**src/rtl/bsu_pkg.sv**
```systemverilog
package bsu_pkg;

    // Unit state encoding, visible to software through loads
    typedef enum logic [1:0] {
        ST_IDLE  = 2'b00,
        ST_BPEND = 2'b01,
        ST_EPEND = 2'b10,
        ST_DONE  = 2'b11
    } unit_state_e;

    // Store opcodes to the control register
    typedef enum logic [1:0] {
        OP_CLRERR = 2'b00,
        OP_ARRIVE = 2'b01,
        OP_ARM    = 2'b10,
        OP_SIGNAL = 2'b11
    } unit_op_e;

    localparam int OP_W = 2;
    localparam int RD_W = 3;

    typedef struct packed {
        unit_state_e state;
        logic        err;
    } unit_regs_t;

    typedef struct packed {
        logic            valid;
        logic [RD_W-1:0] data;
    } rsp_t;

endpackage

```
**src/rtl/bsu_decode.sv**
```systemverilog
module bsu_decode
    import bsu_pkg::*;
#(
    parameter int NUNITS = 32,
    parameter int UNIT_W = 5
) (
    input  logic                req_valid,
    input  logic                req_write,
    input  logic [UNIT_W:0]     req_addr,
    input  logic [OP_W-1:0]     req_wdata,
    output logic [NUNITS-1:0]   op_valid_vec,
    output logic [NUNITS-1:0]   rd_consume_vec,
    output unit_op_e            op,
    output logic [UNIT_W-1:0]   rd_unit,
    output logic                rd_status
);

    logic              sel_status;
    logic [UNIT_W-1:0] unit_idx;
    logic              ctl_write;
    logic              ctl_read;

    always_comb begin
        sel_status = req_addr[0];
        unit_idx   = req_addr[UNIT_W:1];
        ctl_write  = req_valid && req_write && !sel_status;
        ctl_read   = req_valid && !req_write && !sel_status;
        op         = unit_op_e'(req_wdata);
        rd_unit    = unit_idx;
        rd_status  = sel_status;
    end

    for (genvar g = 0; g < NUNITS; g++) begin : g_sel
        assign op_valid_vec[g]   = ctl_write && (unit_idx == UNIT_W'(g));
        assign rd_consume_vec[g] = ctl_read  && (unit_idx == UNIT_W'(g));
    end

endmodule

```
**src/rtl/bsu_unit.sv**
```systemverilog
module bsu_unit
    import bsu_pkg::*;
(
    input  logic        clk,
    input  logic        rst_n,
    input  logic        op_valid,
    input  unit_op_e    op,
    input  logic        rd_consume,
    input  logic        rx_all,
    input  logic        rx_eur,
    output logic [1:0]  state_o,
    output logic        err_o,
    output logic        send_arrive,
    output logic        send_eureka
);

    unit_regs_t  cur_q;
    unit_regs_t  nxt_d;
    unit_state_e mid_st;

    always_comb begin
        nxt_d       = cur_q;
        mid_st      = cur_q.state;
        send_arrive = 1'b0;
        send_eureka = 1'b0;

        // local store first
        if (op_valid) begin
            unique case (op)
                OP_CLRERR: nxt_d.err = 1'b0;
                OP_ARRIVE: begin
                    if (cur_q.state == ST_IDLE) begin
                        mid_st      = ST_BPEND;
                        send_arrive = 1'b1;
                    end else if (cur_q.state == ST_BPEND || cur_q.state == ST_EPEND) begin
                        nxt_d.err = 1'b1;
                    end
                end
                OP_ARM: begin
                    if (cur_q.state == ST_IDLE) mid_st = ST_EPEND;
                end
                OP_SIGNAL: begin
                    if (cur_q.state == ST_EPEND) begin
                        mid_st      = ST_DONE;
                        send_eureka = 1'b1;
                    end
                end
                default: ;
            endcase
        end

        // consuming read frees a complete unit
        if (rd_consume && cur_q.state == ST_DONE) mid_st = ST_IDLE;

        // network completion events apply after the local action
        if (rx_all && mid_st == ST_BPEND) mid_st = ST_DONE;
        if (rx_eur && mid_st == ST_EPEND) mid_st = ST_DONE;

        nxt_d.state = mid_st;
    end

    always_ff @(posedge clk) begin
        if (!rst_n) begin
            cur_q <= '{state: ST_IDLE, err: 1'b0};
        end else begin
            cur_q <= nxt_d;
        end
    end

    assign state_o = cur_q.state;
    assign err_o   = cur_q.err;

    p_arrive_arms_r3: assert property (@(posedge clk) disable iff (!rst_n)
        (op_valid && op == OP_ARRIVE && cur_q.state == ST_IDLE && !rx_all)
        |=> (cur_q.state == ST_BPEND));

    p_all_completes_r4: assert property (@(posedge clk) disable iff (!rst_n)
        (cur_q.state == ST_BPEND && rx_all) |=> (cur_q.state == ST_DONE));

    p_arm_quiet_r5: assert property (@(posedge clk) disable iff (!rst_n)
        (op_valid && op == OP_ARM) |-> !send_arrive && !send_eureka);

    p_eureka_completes_r7: assert property (@(posedge clk) disable iff (!rst_n)
        (cur_q.state == ST_EPEND && rx_eur) |=> (cur_q.state == ST_DONE));

    p_read_frees_r8: assert property (@(posedge clk) disable iff (!rst_n)
        (rd_consume && cur_q.state == ST_DONE) |=> (cur_q.state == ST_IDLE));

    p_err_sticky_r9: assert property (@(posedge clk) disable iff (!rst_n)
        (cur_q.err && !(op_valid && op == OP_CLRERR)) |=> cur_q.err);

endmodule

```
**src/rtl/bsu_netif.sv**
```systemverilog
module bsu_netif #(
    parameter int NUNITS = 32,
    parameter int UNIT_W = 5
) (
    input  logic              clk,
    input  logic              rst_n,
    input  logic [NUNITS-1:0] send_arrive,
    input  logic [NUNITS-1:0] send_eureka,
    output logic              tx_valid,
    output logic              tx_kind,
    output logic [UNIT_W-1:0] tx_unit,
    input  logic              rx_all_valid,
    input  logic              rx_eureka_valid,
    input  logic [UNIT_W-1:0] rx_unit,
    output logic [NUNITS-1:0] rx_all_vec,
    output logic [NUNITS-1:0] rx_eur_vec
);

    typedef struct packed {
        logic              valid;
        logic              kind;
        logic [UNIT_W-1:0] unit;
    } tx_t;

    tx_t tx_q;
    tx_t tx_d;

    always_comb begin
        tx_d = '0;
        for (int i = 0; i < NUNITS; i++) begin
            if (send_arrive[i] || send_eureka[i]) begin
                tx_d.valid = 1'b1;
                tx_d.kind  = send_eureka[i];
                tx_d.unit  = UNIT_W'(i);
            end
        end
    end

    always_ff @(posedge clk) begin
        if (!rst_n) begin
            tx_q <= '0;
        end else begin
            tx_q <= tx_d;
        end
    end

    assign tx_valid = tx_q.valid;
    assign tx_kind  = tx_q.kind;
    assign tx_unit  = tx_q.unit;

    for (genvar g = 0; g < NUNITS; g++) begin : g_rx
        assign rx_all_vec[g] = rx_all_valid    && (rx_unit == UNIT_W'(g));
        assign rx_eur_vec[g] = rx_eureka_valid && (rx_unit == UNIT_W'(g));
    end

    // one store per cycle can only start one message
    p_single_msg_r3: assert property (@(posedge clk) disable iff (!rst_n)
        $onehot0(send_arrive | send_eureka));

    p_no_dual_kind_r6: assert property (@(posedge clk) disable iff (!rst_n)
        (send_arrive & send_eureka) == '0);

endmodule

```
**src/rtl/bsu_array.sv**
```systemverilog
module bsu_array
    import bsu_pkg::*;
#(
    parameter  int NUNITS = 32,
    localparam int UNIT_W = $clog2(NUNITS),
    localparam int ADDR_W = UNIT_W + 1
) (
    input  logic              clk,
    input  logic              rst_n,
    input  logic              req_valid,
    input  logic              req_write,
    input  logic [ADDR_W-1:0] req_addr,
    input  logic [1:0]        req_wdata,
    output logic              rsp_valid,
    output logic [2:0]        rsp_rdata,
    output logic              tx_valid,
    output logic              tx_kind,
    output logic [UNIT_W-1:0] tx_unit,
    input  logic              rx_all_valid,
    input  logic              rx_eureka_valid,
    input  logic [UNIT_W-1:0] rx_unit
);

    logic [NUNITS-1:0] op_valid_vec;
    logic [NUNITS-1:0] rd_consume_vec;
    logic [NUNITS-1:0] send_arrive;
    logic [NUNITS-1:0] send_eureka;
    logic [NUNITS-1:0] rx_all_vec;
    logic [NUNITS-1:0] rx_eur_vec;
    unit_op_e          op;
    logic [UNIT_W-1:0] rd_unit;
    logic              rd_status;
    logic [1:0]        state_vec [NUNITS];
    logic              err_vec   [NUNITS];

    rsp_t rsp_q;
    rsp_t rsp_d;

    bsu_decode #(.NUNITS(NUNITS), .UNIT_W(UNIT_W)) i_decode (
        .req_valid      (req_valid),
        .req_write      (req_write),
        .req_addr       (req_addr),
        .req_wdata      (req_wdata),
        .op_valid_vec   (op_valid_vec),
        .rd_consume_vec (rd_consume_vec),
        .op             (op),
        .rd_unit        (rd_unit),
        .rd_status      (rd_status)
    );

    for (genvar g = 0; g < NUNITS; g++) begin : g_unit
        bsu_unit i_unit (
            .clk         (clk),
            .rst_n       (rst_n),
            .op_valid    (op_valid_vec[g]),
            .op          (op),
            .rd_consume  (rd_consume_vec[g]),
            .rx_all      (rx_all_vec[g]),
            .rx_eur      (rx_eur_vec[g]),
            .state_o     (state_vec[g]),
            .err_o       (err_vec[g]),
            .send_arrive (send_arrive[g]),
            .send_eureka (send_eureka[g])
        );
    end

    bsu_netif #(.NUNITS(NUNITS), .UNIT_W(UNIT_W)) i_netif (
        .clk             (clk),
        .rst_n           (rst_n),
        .send_arrive     (send_arrive),
        .send_eureka     (send_eureka),
        .tx_valid        (tx_valid),
        .tx_kind         (tx_kind),
        .tx_unit         (tx_unit),
        .rx_all_valid    (rx_all_valid),
        .rx_eureka_valid (rx_eureka_valid),
        .rx_unit         (rx_unit),
        .rx_all_vec      (rx_all_vec),
        .rx_eur_vec      (rx_eur_vec)
    );

    // read path: value before this cycle's update
    always_comb begin
        rsp_d = '0;
        if (req_valid && !req_write) begin
            rsp_d.valid = 1'b1;
            if (rd_status) rsp_d.data = {err_vec[rd_unit], state_vec[rd_unit]};
            else           rsp_d.data = {1'b0, state_vec[rd_unit]};
        end
    end

    always_ff @(posedge clk) begin
        if (!rst_n) begin
            rsp_q <= '0;
        end else begin
            rsp_q <= rsp_d;
        end
    end

    assign rsp_valid = rsp_q.valid;
    assign rsp_rdata = rsp_q.data;

    p_rsp_follows_read_r10: assert property (@(posedge clk) disable iff (!rst_n)
        (req_valid && !req_write) |=> rsp_valid);

    p_no_rsp_without_read_r10: assert property (@(posedge clk) disable iff (!rst_n)
        !(req_valid && !req_write) |=> !rsp_valid);

    p_store_no_rsp_r2: assert property (@(posedge clk) disable iff (!rst_n)
        (req_valid && req_write) |=> (rsp_rdata == '0));

endmodule

```
**config.mk**
```make
export PLATFORM = sky130hd
export DESIGN_NAME = bsu_array
export DESIGN_NICKNAME = d
export VERILOG_FILES = /design/src/rtl/bsu_pkg.sv /design/src/rtl/bsu_decode.sv /design/src/rtl/bsu_unit.sv /design/src/rtl/bsu_netif.sv /design/src/rtl/bsu_array.sv
export SDC_FILE = /design/constraint.sdc
export NUM_CORES = 1
export LEC_CHECK = 0
export ABC_AREA = 1
export BUFFER_PORTS_ARGS = -buffer_cell sky130_fd_sc_hd__buf_2
export CAP_MARGIN = 25
export CORE_MARGIN = 1
export CORE_UTILIZATION = 60
export DETAILED_ROUTE_END_ITERATION = 10
export PLACE_DENSITY_LB_ADDON = 0.08
export SYNTH_ARGS = -nofsm -noshare
export SYNTH_HDL_FRONTEND = slang
export SYNTH_SLANG_ARGS = --single-unit
```
**constraint.sdc**
```tcl
create_clock -name clk -period 2.9 [get_ports clk]
set_clock_uncertainty 0.15 [all_clocks]
set_input_delay 0.58 -clock clk [delete_from_list [all_inputs] [get_ports clk]]
set_output_delay 0.58 -clock clk [all_outputs]
set_load 0.01 [all_outputs]
```
==> impl_results.md <==
* Mapped Cells at approximately 1600
* Cts-stage hold buffer count at 0
* Leading cell type in the layout, fill and taps excluded: buf_4
* #FFs+latches synth at about 110
* Max transition margin at 0.5968
* Yosys warns at 0
* Hpwl dp at a little over 30000 microns
* Setup_tns at -125.8 ps
* Slew Viols, Final at 0
* Top_reg_cell synth: dfxtp_1
* EDFF count, synth at 0
* Root buf cell: clkbuf_16
* Iteration-0 DRC count of the detailed router at approximately 1500
* FMAX at roughly 0.33 GHz
* Post-place setup slack at -329.0 ps
* CTS tree: done
* Finished Layout Cells at approximately 2000
* Max-cap violation count at 0
* ANT nets after route at 0
* Residual DRC count at 0
* Dpl cells at 1958
* PnR worst setup slack at -125.8 ps
* Depth of the CTS H-tree at 3
* Worst skew pair latency at 370 ps
* Most frequent cells in the layout: buf_4, nand2_1, inv_1
* Fin area at around 0.013 sq mm
* TritonCTS Sinks at 107
* Filler cells at approximately 1500
* Core Area at 0.01730 sq mm
* Psw at 1.069 mW
* Worst min path class: register to register
* Critical-path cell list: clkbuf_4 > inv_1 > nand2_2 > nor2_1 > nand4_1 > nand3_2 > nor2_2 > nand4_1 > nor2_2 > nand4_1 > nor2_1 > nand4_1 > nor2_1 > nand4_1 > nor2_2 > nand4_1 > nor2_1 > nand4_1 > nor2_1 > nand4_1 > nor2_1 > nor2_1
* Cell area after synthesis at 0.01059 sq mm
* Internal at roughly 2.3 mW
* WP data required at about 3000 ps
* Syn Nets at approximately 1700
* CP max FO at 7
* Drt first pass iters at 6
* Top Ports at 30
* Via/cell ratio at around 6.4
* Layout area overhead at 21.16%
* Num rows at 48
* Net Sw Frac at 0.3213
* Post-route clock period utilization at 1.043
* Sequential power share at 0.444
* Largest net degree at the start of global routing at 76
* Routed wire length per instance at about 21 microns
* RSZ-0062 raised after global routing: yes
* Initial Utilization at 0.6125
* Die width at around 130 microns
* Comb pwr share at 0.183
* Clock buffer depth at 2
* Design Power at about 3.3 mW
* Slowest stage cell, crit path: nor2_2
* Max VDD drop at around 300 uV
* Final worst path period need at just over 3000 ps
* Cell variety after synth at 43
* WHS at 328.4 ps
* PD cells at 259.3 mW/mm^2
* GRT Overall Usage at 0.4667
* Pleak at about 5.6 nW
* Final core utilization at 0.7421
* Ys async rst share at 0
* Fraction of layout cells with a size suffix above 1 at 0.1800
* Status: finished, violations left
* Initial antenna violation count at 2
* Category of the worst setup path capture point: register
* Routed wire length at 41850 microns
* Worst-Margin Slew at 604.7 ps
* Critical path's largest stage delay at about 180 ps
* Setup CP Type: primary input to register
* First-pass GRT wire length at about 64000 microns
* Failing checks: setup timing
* Register area share after synthesis at 0.2022
* Die Y at between 100 and 150 microns
* Worst-path clk slew at 80 ps
* Clock power share at 0.373
* Worst EP arrival at between 3000 and 4000 ps
* DR vias at approximately 13000
* IO buf count at 29
* Gp weighted congestion at 1.041
* Finish-stage setup viols at 1
* Total grt overflow at 0
* Die Area at ~0.018 sq mm
* Number of global-route vias before repair at between 10000 and 15000
* DP Area at between 0.01 and 0.015 sq mm
* Total Nets Final at about 1900
* Avg Inst Size Synth at roughly 6.8 sq um
* CTS Buf Count at 9
* Hold Fails Final Rpt at 0
* Critical Path Most Common Cell: nand4_1
* Startpoint types: primary input
## critical path, delay by kind of cell
family	cells	cell delay, ps
buf+inv	2	250
simple gates	20	2290
## cells by family after synthesis
group | Yosys count | synth area share
buffers and inverters | 294 | 0.1072
flip-flops | 107 | 0.2022
AO/OA/AOI/OAI | 452 | 0.2759
AND/OR/NAND/NOR | 546 | 0.2257
adder cells (fa/ha/maj) | 160 | 0.1890
## routing by layer
metal | track usage | vias to the layer above | routed length (microns)
met5 | 0.008333 | - | 0
met4 | 0.3184 | 0 | 3160
met3 | 0.1032 | 225 | 4660
met2 | 0.7196 | 810 | 17840
met1 | 0.5793 | 5719 | 16190
li1 | - | 5803 | -
## sequential cells by signal (all words and copies together) (netlist names)
register,cells
g_unit.i_unit.state_o,64
g_unit.i_unit.err_o,32
i_netif.tx_unit,5
rsp_rdata,3
i_netif.tx_kind,1
i_netif.tx_valid,1
rsp_valid,1
## cell usage after synthesis, types with 22 or more instances
master / number / area (sq um)
or3_1: 22 / 137.6
a21oi_1: 117 / 585.6
ha_1: 160 / 2002
clkbuf_1: 55 / 206.5
o2111ai_1: 26 / 227.7
o21ai_0: 97 / 485.5
nor2_1: 165 / 619.3
nand4_1: 40 / 250.2
o221ai_1: 22 / 192.7
dfxtp_1: 107 / 2142
o211ai_1: 71 / 533.0
nand3_1: 74 / 370.4
o22ai_1: 38 / 237.7
inv_1: 213 / 799.5
nand2_1: 213 / 799.5
## path summary, 6_finish.rpt
check | end | slack [ps] | cells past startpoint | from
max | i_netif.tx_kind | -130 | 22 | req_addr[2]
min | g_unit[2].i_unit.err_o | 330 | 2 | g_unit[2].i_unit.err_o
max reg2reg | i_netif.tx_kind | -120 | 22 | g_unit[2].i_unit.state_o[0]
min reg2reg | g_unit[2].i_unit.err_o | 330 | 2 | g_unit[2].i_unit.err_o
## power by group through the flow
stage               logic [mW]  clock network (mW)  registers [mW]
detailed placement       0.571                   0            1.51
floorplan                0.256                   0            1.51
finish                   0.611                1.24            1.48
CTS                      0.573                1.25            1.48
global route             0.625                1.29            1.48
global placement         0.565                   0            1.51
## final cells by class
cell class	instances	area (sq um)	area share
multi-input combinational	1158	7396	0.5762
timing repair buffer	253	1911	0.1488
sequential	107	2150	0.1675
clock inverter	6	38.79	0.003022
inverter	216	815.8	0.06355
clock buffer	10	239.0	0.01862
tap	225	281.5	0.02193
antenna	2	5.005	0.0003899
## what timing repair did
item / in CTS / in global routing
resized for setup: 2 / 33
endpoints found under the setup margin: 1 / 3
setup buffers: 0 / 1
pin swaps: 0 / 17
(Power assumes the default switching activity.)
